[config.mk]
export PLATFORM = sky130hd
export DESIGN_NAME = ps2_key_decoder
export DESIGN_NICKNAME = d
export VERILOG_FILES = /design/src/rtl/ps2kd_pkg.sv /design/src/rtl/ps2_line_filter.sv /design/src/rtl/ps2_word_rx.sv /design/src/rtl/ps2_event_track.sv /design/src/rtl/ps2_key_decoder.sv
export SDC_FILE = /design/constraint.sdc
export NUM_CORES = 1
export LEC_CHECK = 0
export BUFFER_PORTS_ARGS = -buffer_cell sky130_fd_sc_hd__buf_2
export CORE_MARGIN = 1.5
export CORE_UTILIZATION = 38
export CTS_CLUSTER_SIZE = 14
export DETAILED_ROUTE_END_ITERATION = 16
export GPL_TIMING_DRIVEN = 0
export PLACE_DENSITY_LB_ADDON = 0.12
export REMOVE_ABC_BUFFERS = 1
export SYNTH_ARGS = -nofsm -noshare
export SYNTH_HDL_FRONTEND = slang
export SYNTH_SLANG_ARGS = --single-unit
export TNS_END_PERCENT = 1
[constraint.sdc]
create_clock -name clk -period 3.4 [get_ports clk]
set_input_delay 0.34 -clock clk [delete_from_list [all_inputs] [get_ports clk]]
set_output_delay 0.34 -clock clk [all_outputs]
set_load 0.01 [all_outputs]
[src/rtl/ps2kd_pkg.sv]
package ps2kd_pkg;

    localparam logic [7:0] CODE_EXT_PREFIX = 8'hE0;
    localparam logic [7:0] CODE_BRK_PREFIX = 8'hF0;
    localparam int         WORD_BITS       = 10; // bits after the start bit

    typedef enum logic {
        RX_IDLE = 1'b0,
        RX_BUSY = 1'b1
    } rx_state_t;

    typedef struct packed {
        logic [7:0] code;
        logic       is_break;
        logic       is_ext;
    } key_event_t;

    // data plus parity must hold an odd number of ones
    function automatic logic parity_good(input logic [8:0] data_and_par);
        return ^data_and_par;
    endfunction

    function automatic logic is_prefix(input logic [7:0] b);
        return (b == CODE_EXT_PREFIX) || (b == CODE_BRK_PREFIX);
    endfunction

endpackage

[src/rtl/ps2_line_filter.sv]
module ps2_line_filter #(
    parameter int SYNC_STAGES = 2,
    parameter int FILT_LEN    = 4
) (
    input  logic clk,
    input  logic rst,
    input  logic raw_in,
    output logic clean_out
);
    localparam int CW = (FILT_LEN < 2) ? 1 : $clog2(FILT_LEN + 1);
    localparam logic [CW-1:0] CNT_LAST = CW'(FILT_LEN - 1);

    logic [SYNC_STAGES-1:0] sync_q;
    logic [CW-1:0]          run_cnt;
    logic                   synced;

    assign synced = sync_q[SYNC_STAGES-1];

    always_ff @(posedge clk) begin
        if (rst) begin
            sync_q    <= '1;
            run_cnt   <= '0;
            clean_out <= 1'b1;
        end else begin
            sync_q <= {sync_q[SYNC_STAGES-2:0], raw_in};
            if (synced == clean_out) begin
                run_cnt <= '0;
            end else if (run_cnt == CNT_LAST) begin
                clean_out <= synced;
                run_cnt   <= '0;
            end else begin
                run_cnt <= run_cnt + 1'b1;
            end
        end
    end

    AST_FILTER_HOLDS: assert property (@(posedge clk) disable iff (rst)
        !$stable(clean_out) |-> $past(run_cnt) == CNT_LAST) else $error("filter moved early");

endmodule

[src/rtl/ps2_word_rx.sv]
module ps2_word_rx
    import ps2kd_pkg::*;
#(
    parameter int TIMEOUT_CYC = 100000
) (
    input  logic       clk,
    input  logic       rst,
    input  logic       line_clk,
    input  logic       line_dat,
    output logic       byte_valid,
    output logic [7:0] byte_data,
    output logic       frame_err
);
    localparam int TW = $clog2(TIMEOUT_CYC + 1);
    localparam logic [TW-1:0] T_LAST = TW'(TIMEOUT_CYC);
    localparam int BCW = $clog2(WORD_BITS);
    localparam logic [BCW-1:0] BIT_LAST = BCW'(WORD_BITS - 1);

    rx_state_t               state;
    logic                    clk_prev;
    logic                    fall;
    logic [BCW-1:0]          bit_idx;
    logic [WORD_BITS-1:0]    shreg;
    logic [WORD_BITS-1:0]    word_next;
    logic [TW-1:0]           quiet_cnt;

    assign fall      = clk_prev & ~line_clk;
    assign word_next = {line_dat, shreg[WORD_BITS-1:1]};

    always_ff @(posedge clk) begin
        if (rst) begin
            state      <= RX_IDLE;
            clk_prev   <= 1'b1;
            bit_idx    <= '0;
            shreg      <= '0;
            quiet_cnt  <= '0;
            byte_valid <= 1'b0;
            byte_data  <= '0;
            frame_err  <= 1'b0;
        end else begin
            clk_prev   <= line_clk;
            byte_valid <= 1'b0;
            frame_err  <= 1'b0;
            unique case (state)
                RX_IDLE: begin
                    quiet_cnt <= '0;
                    bit_idx   <= '0;
                    // a falling clock with data high is host inhibit, not a start
                    if (fall && !line_dat) state <= RX_BUSY;
                end
                RX_BUSY: begin
                    if (fall) begin
                        quiet_cnt <= '0;
                        shreg     <= word_next;
                        if (bit_idx == BIT_LAST) begin
                            state <= RX_IDLE;
                            if (word_next[9] && parity_good(word_next[8:0])) begin
                                byte_valid <= 1'b1;
                                byte_data  <= word_next[7:0];
                            end else begin
                                frame_err <= 1'b1;
                            end
                        end else begin
                            bit_idx <= bit_idx + 1'b1;
                        end
                    end else if (quiet_cnt == T_LAST) begin
                        state <= RX_IDLE;
                    end else begin
                        quiet_cnt <= quiet_cnt + 1'b1;
                    end
                end
                default: state <= RX_IDLE;
            endcase
        end
    end

    AST_BIT_INDEX_RANGE: assert property (@(posedge clk) disable iff (rst)
        bit_idx <= BIT_LAST) else $error("bit index overran");

    AST_QUIET_ABORT: assert property (@(posedge clk) disable iff (rst)
        (state == RX_BUSY && !fall && quiet_cnt == T_LAST) |=> state == RX_IDLE) else $error("no timeout");

    AST_RESULT_EXCLUSIVE: assert property (@(posedge clk) disable iff (rst)
        !(byte_valid && frame_err)) else $error("byte and error together");

endmodule

[src/rtl/ps2_event_track.sv]
module ps2_event_track
    import ps2kd_pkg::*;
(
    input  logic       clk,
    input  logic       rst,
    input  logic       byte_valid,
    input  logic [7:0] byte_data,
    input  logic       frame_err,
    output logic       ev_valid,
    output key_event_t ev,
    output logic       err_pulse
);
    logic ext_pend;
    logic brk_pend;

    always_ff @(posedge clk) begin
        if (rst) begin
            ext_pend  <= 1'b0;
            brk_pend  <= 1'b0;
            ev_valid  <= 1'b0;
            ev        <= '0;
            err_pulse <= 1'b0;
        end else begin
            ev_valid  <= 1'b0;
            err_pulse <= 1'b0;
            if (frame_err) begin
                err_pulse <= 1'b1;
                ext_pend  <= 1'b0;
                brk_pend  <= 1'b0;
            end else if (byte_valid) begin
                if (byte_data == CODE_EXT_PREFIX) begin
                    ext_pend <= 1'b1;
                end else if (byte_data == CODE_BRK_PREFIX) begin
                    brk_pend <= 1'b1;
                end else begin
                    ev_valid    <= 1'b1;
                    ev.code     <= byte_data;
                    ev.is_break <= brk_pend;
                    ev.is_ext   <= ext_pend;
                    ext_pend    <= 1'b0;
                    brk_pend    <= 1'b0;
                end
            end
        end
    end

    AST_PREFIX_SILENT: assert property (@(posedge clk) disable iff (rst)
        (byte_valid && is_prefix(byte_data)) |=> !ev_valid) else $error("prefix emitted event");

    AST_ERR_NO_EVENT: assert property (@(posedge clk) disable iff (rst)
        frame_err |=> (err_pulse && !ev_valid)) else $error("error word handled wrong");

    AST_EVENT_ONE_CYCLE: assert property (@(posedge clk) disable iff (rst)
        ev_valid |=> !ev_valid) else $error("event strobe stretched");

endmodule

[src/rtl/ps2_key_decoder.sv]
module ps2_key_decoder
    import ps2kd_pkg::*;
#(
    parameter int SYNC_STAGES = 2,
    parameter int FILT_LEN    = 4,
    parameter int TIMEOUT_CYC = 100000
) (
    input  logic       clk,
    input  logic       rst,
    input  logic       ps2_clk_in,
    input  logic       ps2_dat_in,
    output logic       key_valid,
    output logic [7:0] key_code,
    output logic       key_break,
    output logic       key_ext,
    output logic       rx_error
);
    localparam int NUM_LINES = 2;

    logic [NUM_LINES-1:0] raw_lines;
    logic [NUM_LINES-1:0] clean_lines;
    logic                 rx_byte_valid;
    logic [7:0]           rx_byte;
    logic                 rx_frame_err;
    key_event_t           ev;

    assign raw_lines = {ps2_dat_in, ps2_clk_in};

    for (genvar g = 0; g < NUM_LINES; g++) begin : g_line
        ps2_line_filter #(
            .SYNC_STAGES(SYNC_STAGES),
            .FILT_LEN   (FILT_LEN)
        ) u_filt (
            .clk      (clk),
            .rst      (rst),
            .raw_in   (raw_lines[g]),
            .clean_out(clean_lines[g])
        );
    end

    ps2_word_rx #(.TIMEOUT_CYC(TIMEOUT_CYC)) u_rx (
        .clk       (clk),
        .rst       (rst),
        .line_clk  (clean_lines[0]),
        .line_dat  (clean_lines[1]),
        .byte_valid(rx_byte_valid),
        .byte_data (rx_byte),
        .frame_err (rx_frame_err)
    );

    ps2_event_track u_track (
        .clk       (clk),
        .rst       (rst),
        .byte_valid(rx_byte_valid),
        .byte_data (rx_byte),
        .frame_err (rx_frame_err),
        .ev_valid  (key_valid),
        .ev        (ev),
        .err_pulse (rx_error)
    );

    assign key_code  = ev.code;
    assign key_break = ev.is_break;
    assign key_ext   = ev.is_ext;

    AST_VALID_XOR_ERROR: assert property (@(posedge clk) disable iff (rst)
        !(key_valid && rx_error)) else $error("event and error together");

    AST_ERROR_ONE_CYCLE: assert property (@(posedge clk) disable iff (rst)
        rx_error |=> !rx_error) else $error("error pulse stretched");

endmodule

# After elaboration in Yosys (flattened, before gate mapping)
# Cells that the tools add are included.
dict set report op_classes {
  bitwise 11
  n_reduce_logical 17
  shift 0
  n_mux 18
  div_mod_pow 0
  n_mul 0
  add_sub_neg 4
  magnitude_cmp 0
  eq_ne 12
}
# operator count
set op_table {}
lappend op_table {{$mux W17} 2}
lappend op_table {{$pmux W17 S2} 1}
lappend op_table {{$add A17 B1 Y17 const B} 1}
lappend op_table {{$eq A17 B17 Y1 const B} 1}
lappend op_table {{$eq A8 B8 Y1 const B} 2}
lappend op_table {{$reduce_and A2 Y1} 6}
lappend op_table {{$mux W1} 11}
lappend op_table {{$not A1 Y1} 10}
lappend op_table {{$reduce_xor A9 Y1} 1}
lappend op_table {{$mux W4} 2}
lappend op_table {{$pmux W4 S2} 1}
lappend op_table {{$reduce_and A4 Y1} 2}
lappend op_table {{$reduce_or A4 Y1} 2}
lappend op_table {{$add A3 B1 Y3 const B} 2}
lappend op_table {{$eq A3 B2 Y1 const B} 2}
lappend op_table {{$reduce_or A3 Y1} 2}
lappend op_table {{$add A4 B1 Y4 const B} 1}
lappend op_table {{$eq A4 B4 Y1 const B} 1}
lappend op_table {{$ne A2 B2 Y1 const B} 2}
lappend op_table {{$ne A3 B3 Y1 const B} 1}
lappend op_table {{$eq A1 B1 Y1} 2}
lappend op_table {{$logic_and A1 B1 Y1} 2}
lappend op_table {{$ne A2 B1 Y1 const B} 1}
lappend op_table {{$pmux W1 S2} 1}
lappend op_table {{3 further kinds} 3}
dict set report totals {
  register_bits 69
  memories 0
  romBits 0
  latch_bits 0
  mem_bits_rw 0
  inputBits 4
  wordCells 83
  output_inout_bits 12
}

# Logic depth before layout (Yosys ltp)
# Gate-level depths: netlist of the first run.
dict set report depth {
  word_depth 5
  depth_mapped 6
  ltp_nobuf 6
}

# Modules after synthesis
# A second synthesis of the first run with hierarchy kept.
dict set report hier_totals {
  hier_cells 298
  area_unflattened_um2 2914.0
}
# module area_per_inst_um2 seq_area_each_um2 n_inst cells_each
set modules_own_cells {}
lappend modules_own_cells {ps2_word_rx 1934.4 840.8 1 205}
lappend modules_own_cells {ps2_event_track 551.8 280.3 1 59}
lappend modules_own_cells {ps2_line_filter 214.0 120.1 2 17}

# Worst setup path before layout of the first run
# Ideal clock, no wire load.
dict set report synth_timing {
  path_kind {reg-to-reg}
  start {register u_rx.shreg[3]}
  end {register u_rx.byte_data[0]}
  setup_slack_ns 1.597
  period_less_slack_ns 1.803
  path_buffers 0
  stages_incl_launch_ff 5
  t_required_ns 3.328
  arrival_time_ns 1.732
  setup_time_ns 0.072
  cell_sequence {dfxtp_1 > xnor3_1 > or4b_1 > mux2i_4 > mux2i_1}
}
dict set report synth_between {
  elab_chain_len 3
}
# element line_no
set synth_rtl {}
lappend synth_rtl {{start, declared} ps2_word_rx.sv:23} ;# logic [WORD_BITS-1:0] shreg;
lappend synth_rtl {{start signal, assigned} ps2_word_rx.sv:54} ;# shreg <= word_next;
lappend synth_rtl {{$reduce_xor A9 Y1} ps2kd_pkg.sv:20} ;# return ^data_and_par;
lappend synth_rtl {{$logic_and A1 B1 Y1} ps2_word_rx.sv:57} ;# if (word_next[9] && parity_good(word_next[8:0])) begin
lappend synth_rtl {{$reduce_and A4 Y1 (no source line)} n/a}
lappend synth_rtl {{end signal, assigned} ps2_word_rx.sv:59} ;# byte_data <= word_next[7:0];
lappend synth_rtl {{end, declared} ps2_word_rx.sv:11} ;# output logic [7:0] byte_data,
# Every way passes these cells.
# A chain may end at the register's enable or synchronous reset.

# Worst setup path after layout of the first run
dict set report layout_timing {
  start {register u_rx.state}
  end {register u_rx.byte_data[3]}
}
dict set report layout_between {
  elab_chain_len 1
}
# element line_no
set layout_rtl {}
lappend layout_rtl {{start, declared} ps2_word_rx.sv:19} ;# rx_state_t state;
lappend layout_rtl {{start signal, assigned} ps2_word_rx.sv:32} ;# state <= RX_IDLE;
lappend layout_rtl {{start signal, assigned} ps2_word_rx.sv:49} ;# if (fall && !line_dat) state <= RX_BUSY;
lappend layout_rtl {{start signal, assigned} ps2_word_rx.sv:56} ;# state <= RX_IDLE;
lappend layout_rtl {{$reduce_and A4 Y1 (no source line)} n/a}
# Every way passes these cells.

==> impl_metrics.py, run 1 <==
metrics = {
    "power": {
        "comb_power_share_pct": 1.0,
        "p_int_w": 0.00116,
        "power_density_nw_per_um2": 473,
        "seqPwrFrac_pct": 53.9,
        "swShare_pct": 21.9,
        "power_leakage_nw": 1.18,
        "ir_drop_uv": 202,
        "switchingPower_w": 0.000326,
        "clock_power_share_pct": 45.1,
    },
    "cells_and_area": {
        "drive_gt1_share_pct": 13.0,
        "diodes": 0,
        "final_cell_mix": "dfxtp_1, nor2_1, mux2i_1, nand2_1, buf_2",
        "syn2layout_area_growth_pct": 12.7,
        "stdcell_area_um2": 3140,
        "final_core_util_pct": 43.7,
        "final_common_cell": "dfxtp_1",
        "fin_nets": 314,
        "fillCellCount": 703,
    },
    "setup_path": {
        "worst-setup-path-type": "reg -> reg",
        "cp_data_required_time_ns": 3.67,
        "worstSetupEndpointType": "flop",
        "cp_max_fo": 12,
        "cp-start-kind": "flop",
        "arrival_ns": 2.62,
    },
    "yosys": {
        "ys_warn_count": 0,
        "netlist_top_cells_area": "dfxtp_1, mux2i_1, nor2_1",
        "synth-edff-count": 0,
        "synth_top_area_share_pct": 48.9,
        "seq_area_frac_synth_pct": 48.9,
        "synthesis.area_um2": 2780,
        "synth.largest_area_cell": "dfxtp_1",
        "synthCells": 288,
        "ys_ff_latch": 68,
        "async_flop_share_pct": 0,
        "syn_area_per_cell_um2": 9.67,
        "synth_ff_type": "dfxtp_1",
        "ys_types": 37,
    },
    "min_path": {
        "hp-class": "in -> reg",
    },
    "timing": {
        "final.min_clock_period_ns": 2.35,
        "slew_headroom_pct": 57.3,
        "worst_pin_slew_ns": 0.639,
        "slew_viol_final": 0,
        "fin_skew_ns": 0.00828,
        "finalHoldViolations": 0,
        "fin_crit_sh_pct": 69.2,
        "setup_viol": 0,
        "rsz0062_at_grt": "no",
        "final.setup.tns_ns": 0,
        "hold_ws_ns": 0.175,
        "clock.fmax_mhz": 425,
    },
    "drt": {
        "avgRoutedWirePerCell_um": 11.8,
        "ant_nets": 0,
        "dr.first_iter.drc_count": 50,
        "viasPerCell": 4.75,
        "drtPass1Iterations": 4,
        "drc": 0,
        "num_vias": 1927,
        "finalWirelength_um": 4780,
    },
    "die": {
        "start_util_pct": 38.8,
        "die_w_um": 88.6,
        "pin_count": 16,
        "core_area_um2": 7180,
        "rows": 31,
        "die_y_um": 88.6,
        "dieArea_um2": 7850,
    },
    "global_routing": {
        "grt_use_met1_pct": 17.1,
        "grt_use_met2_pct": 20.8,
        "antenna_found_initial": 0,
        "grt_usage_pct": 13.7,
        "grtUsageMet3_pct": 3.64,
        "grt_overflow": 0,
        "grt-busiest-layer": "met2",
        "grt_pass1_vias": 1689,
        "grt_max_degree": 32,
        "grt_pass1_wl_um": 8030,
    },
    "clock_tree": {
        "clock_path_buffers": 2,
        "cts_tree": "yes",
        "cts_root_buf": "clkbuf_8",
        "cts_setup_buffers": 0,
        "cts.clk_slew.worst_paths_ns": 0.07,
        "cts.repair.resized": 0,
        "clk_latency_ns": 0.34,
        "cts_hold_buf": 0,
        "cts_htree_levels": 3,
        "cts_made_buffers": 9,
        "cts.sinks": 68,
    },
    "run_status": {
        "status": "finished clean",
    },
    "placement": {
        "io_buffers": 15,
        "placed_cell_area_um2": 2940,
        "gp_congestion": 0.656,
        "dp_hpwl_um": 3140,
    },
    "job": {
        "maxCapViolCount": 0,
    },
}
==> registers in the layout (all words and copies together), names as in the netlist <==
register                 cells
u_rx.shreg                   9
u_track.brk_pend             1
u_rx.quiet_cnt              17
u_track.ev                  10
g_line.u_filt.run_cnt        6
g_line.u_filt.sync_q         4
u_track.err_pulse            1
u_rx.byte_data               8
u_rx.clk_prev                1
u_rx.state                   1
u_rx.frame_err               1
g_line.u_filt.clean_out      2
u_track.ev_valid             1
u_track.ext_pend             1
u_rx.bit_idx                 4
u_rx.byte_valid              1
==> cells by family (layout without fill, tap and decap cells) <==
kind of cell | after synthesis | in the layout | synth area share [%]
and+or+nand+nor | 120 | 120 | 21.9
adders and majority gates | 8 | 8 | 3.60
muxes | 28 | 28 | 10.5
AOI/OAI and AO/OA | 18 | 18 | 3.69
buffers and inverters | 23 | 42 | 3.15
xor gates and xnor gates | 23 | 23 | 8.22
DFF | 68 | 68 | 48.9
==> cell type report <==
cell class                      instances  area (um^2)  share of cell area (%)
Clock buffer                           10          138                    4.39
Inverter                               11         41.3                    1.32
Tap cell                               99          124                    3.95
Timing Repair Buffer                   15         75.1                    2.39
Multi-Input combinational cell        197         1340                    42.5
Sequential cell                        68         1360                    43.4
Clock inverter                          6         63.8                    2.03
==> routing by layer <==
metal	vias to the layer above	part of all wire [%]
li1	1004	-
met4	0	2.6
met2	20	45
met1	893	50
met3	10	2.5
met5	-	0
==> worst paths after layout <==
kind | from | to | slack (ns) | cells past startpoint
setup / recovery | u_rx.state | u_rx.byte_data[3] | 1.05 | 4
hold / removal | ps2_dat_in | g_line[1].u_filt.sync_q[0] | 0.17 | 2
setup reg to reg | u_rx.state | u_rx.byte_data[3] | 1.05 | 4
hold reg to reg | g_line[1].u_filt.sync_q[0] | g_line[1].u_filt.sync_q[1] | 0.41 | 1
==> critical path, stage by stage (launching register included) <==
cell and delay [ns]:
dfxtp_1 0.44, nand3b_1 0.49, or4b_1 0.70, mux2i_4 0.40, mux2i_1 0.25
==> per-stage QoR <==
step / power, W / worst slack [ns] / instances
after detailed placement: 0.000835 / 1.04 / 390
final: 0.00149 / 1.05 / 406
after CTS: 0.00151 / 1.03 / 406
after global placement: 0.000834 / 1.08 / 390
after global routing: 0.00155 / 0.860 / 406
after floorplan: 0.000825 / 1.39 / 276
==> power by group through the flow <==
stage | clock network (W) | logic [W] | registers (W)
6_report | 0.000670 | 0.0000153 | 0.000800
5_1_grt | 0.000729 | 0.0000177 | 0.000800
4_1_cts | 0.000694 | 0.0000162 | 0.000800
3_5_place_dp | 0 | 0.0000161 | 0.000818
3_3_place_gp | 0 | 0.0000159 | 0.000818
2_1_floorplan | 0 | 0.00000675 | 0.000818
==> cell usage after synthesis, drive strengths merged (2+ instances only) <==
library cell	instances
a21oi	10
and2	2
and3	2
and4	3
buf	2
clkbuf	10
dfxtp	68
ha	8
inv	11
mux2i	28
nand2	24
nand3	9
nand3b	5
nand4	8
nor2	44
nor4bb	2
o21ai	4
or2	6
or3	5
or4b	3
xnor2	7
xnor3	2
xor2	14
No activity file was read; power rests on OpenSTA's default activity.
==> run 2: changes to the inputs <==
- clock period: 3.4 -> 2.1 ns (I/O delays scaled with it)
==> impl_metrics.py, run 2 (synthesized netlist as in run 1, its figures left out) <==
metrics = {
    "drt": {
        "num_vias": 1951,
        "wl_met1_um": 2370,
        "top_layer_used": "met4",
        "avgRoutedWirePerCell_um": 11.8,
        "ant_nets": 0,
        "finalWirelength_um": 4800,
        "drc": 0,
        "met2_length_um": 2200,
        "viasPerCell": 4.78,
        "dr.first_iter.drc_count": 47,
        "drtPass1Iterations": 4,
        "met3WireLength_um": 118,
    },
    "global_routing": {
        "grt_usage_pct": 13.7,
        "grt_pass1_vias": 1697,
        "antenna_found_initial": 0,
        "grt_max_degree": 32,
        "grt_pass1_wl_um": 8050,
        "grt_overflow": 0,
    },
    "placement": {
        "gp_congestion": 0.656,
        "dp_hpwl_um": 3140,
        "place_ws_ns": -0.260,
        "io_buffers": 15,
    },
    "timing": {
        "final.setup.worst_slack_ns": 0.194,
        "slew_headroom_pct": 59.2,
        "rsz0062_at_grt": "no",
        "fin_skew_ns": 0.00782,
        "setup_viol": 0,
        "finalHoldViolations": 0,
        "clock.fmax_mhz": 525,
        "fin_crit_sh_pct": 90.7,
        "worst_pin_slew_ns": 0.611,
        "final.min_clock_period_ns": 1.91,
        "slew_viol_final": 0,
        "hold_ws_ns": 0.0447,
    },
    "job": {
        "maxCapViolCount": 0,
    },
    "clock_tree": {
        "cts_htree_levels": 3,
        "cts.repair.resized": 0,
        "clock_path_buffers": 2,
        "clk_latency_ns": 0.34,
        "cts_made_buffers": 9,
        "cts_tree": "yes",
        "cts.clk_slew.worst_paths_ns": 0.07,
        "cts_root_buf": "clkbuf_8",
        "cts_hold_buf": 0,
        "cts.sinks": 68,
    },
    "setup_path": {
        "worstSetupEndpointType": "flop",
        "worst-path-buf-inv": 0,
        "worst-setup-path-type": "reg -> reg",
        "arrival_ns": 2.12,
        "slowest_delay_ns": 0.70,
        "cp-start-kind": "flop",
        "cp_data_required_time_ns": 2.31,
        "path_delay_family": "simple AND/OR/NAND/NOR gates",
        "critPathSlowestCell": "or4b_2",
        "cp_max_fo": 10,
        "crit_chain": "or4b_2 > o211a_1 > mux2i_1 > nor2_1",
    },
    "die": {
        "core_area_um2": 7180,
        "rows": 31,
        "die_y_um": 88.6,
        "die_w_um": 88.6,
        "start_util_pct": 38.8,
        "dieArea_um2": 7850,
        "pin_count": 16,
    },
    "cells_and_area": {
        "largest_register_ffs": 17,
        "final_core_util_pct": 44.1,
        "drive_gt1_share_pct": 13.6,
        "final_common_cell": "dfxtp_1",
        "reg.largest.list": "u_rx.quiet_cnt: 17 flops, u_track.ev: 10 flops, u_rx.shreg: 9 flops",
        "largest_register": "u_rx.quiet_cnt",
        "fin_nets": 316,
        "diodes": 0,
        "final_cell_mix": "dfxtp_1, nor2_1, mux2i_1, nand2_1, buf_2",
        "syn2layout_area_growth_pct": 13.7,
    },
    "min_path": {
        "hp-class": "in -> reg",
    },
    "power": {
        "power_leakage_nw": 1.19,
        "ir_drop_uv": 327,
        "power_density_nw_per_um2": 760,
    },
    "run_status": {
        "status": "finished clean",
    },
}
run 2: layer usage:
layer	GRT usage [%]	vias up
li1	-	1012
met1	17.0	902
met2	21.0	28
met3	3.64	9
met4	8.95	0
met5	0	-
run 2: path summary, 6_finish.rpt:
check / cells after the start / slack [ns] / startpoint / to
hold / removal: 2 / 0.04 / ps2_dat_in / g_line[1].u_filt.sync_q[0]
setup / recovery: 4 / 0.19 / u_rx.byte_data[0] / u_track.ev[7]
setup reg to reg: 4 / 0.19 / u_rx.byte_data[0] / u_track.ev[7]
hold reg to reg: 1 / 0.41 / g_line[1].u_filt.sync_q[0] / g_line[1].u_filt.sync_q[1]
run 2: through the flow:
stage	cells	setup TNS (ns)	instance area, um^2	power, W
final	408	0	3170	0.00241
after global routing	408	0	3170	0.00250
after detailed placement	390	-1.91	2940	0.00135
after global placement	390	-1.81	2940	0.00135
after floorplan	276	0	2740	0.00134
after CTS	407	0	3150	0.00244
run 2: cell type report:
class	instances	area [um^2]
Clock buffer	10	138
Clock inverter	6	63.8
Fill cell	701	4010
Inverter	11	41.3
Multi-Input combinational cell	197	1340
Sequential cell	68	1360
Tap cell	99	124
Timing Repair Buffer	17	103
run 2: worst reg2reg max path, stage by stage (launching register included):
cell	delay [ns]
dfxtp_1	0.32
or4b_2	0.70
o211a_1	0.46
mux2i_1	0.24
nor2_1	0.05
run 2: timing repair:
action | 4_1_cts | 5_1_grt
setup endpoints to repair | 8 | 3
pin swaps | 1 | 0
setup buffers | 1 | 1
run 2: power breakdown:
group	switching [W]	internal (W)	total, W
sequential	0.00000189	0.00129	0.00130
clock	0.000508	0.000578	0.00109
combinational	0.0000181	0.00000673	0.0000248
total	0.000528	0.00188	0.00241
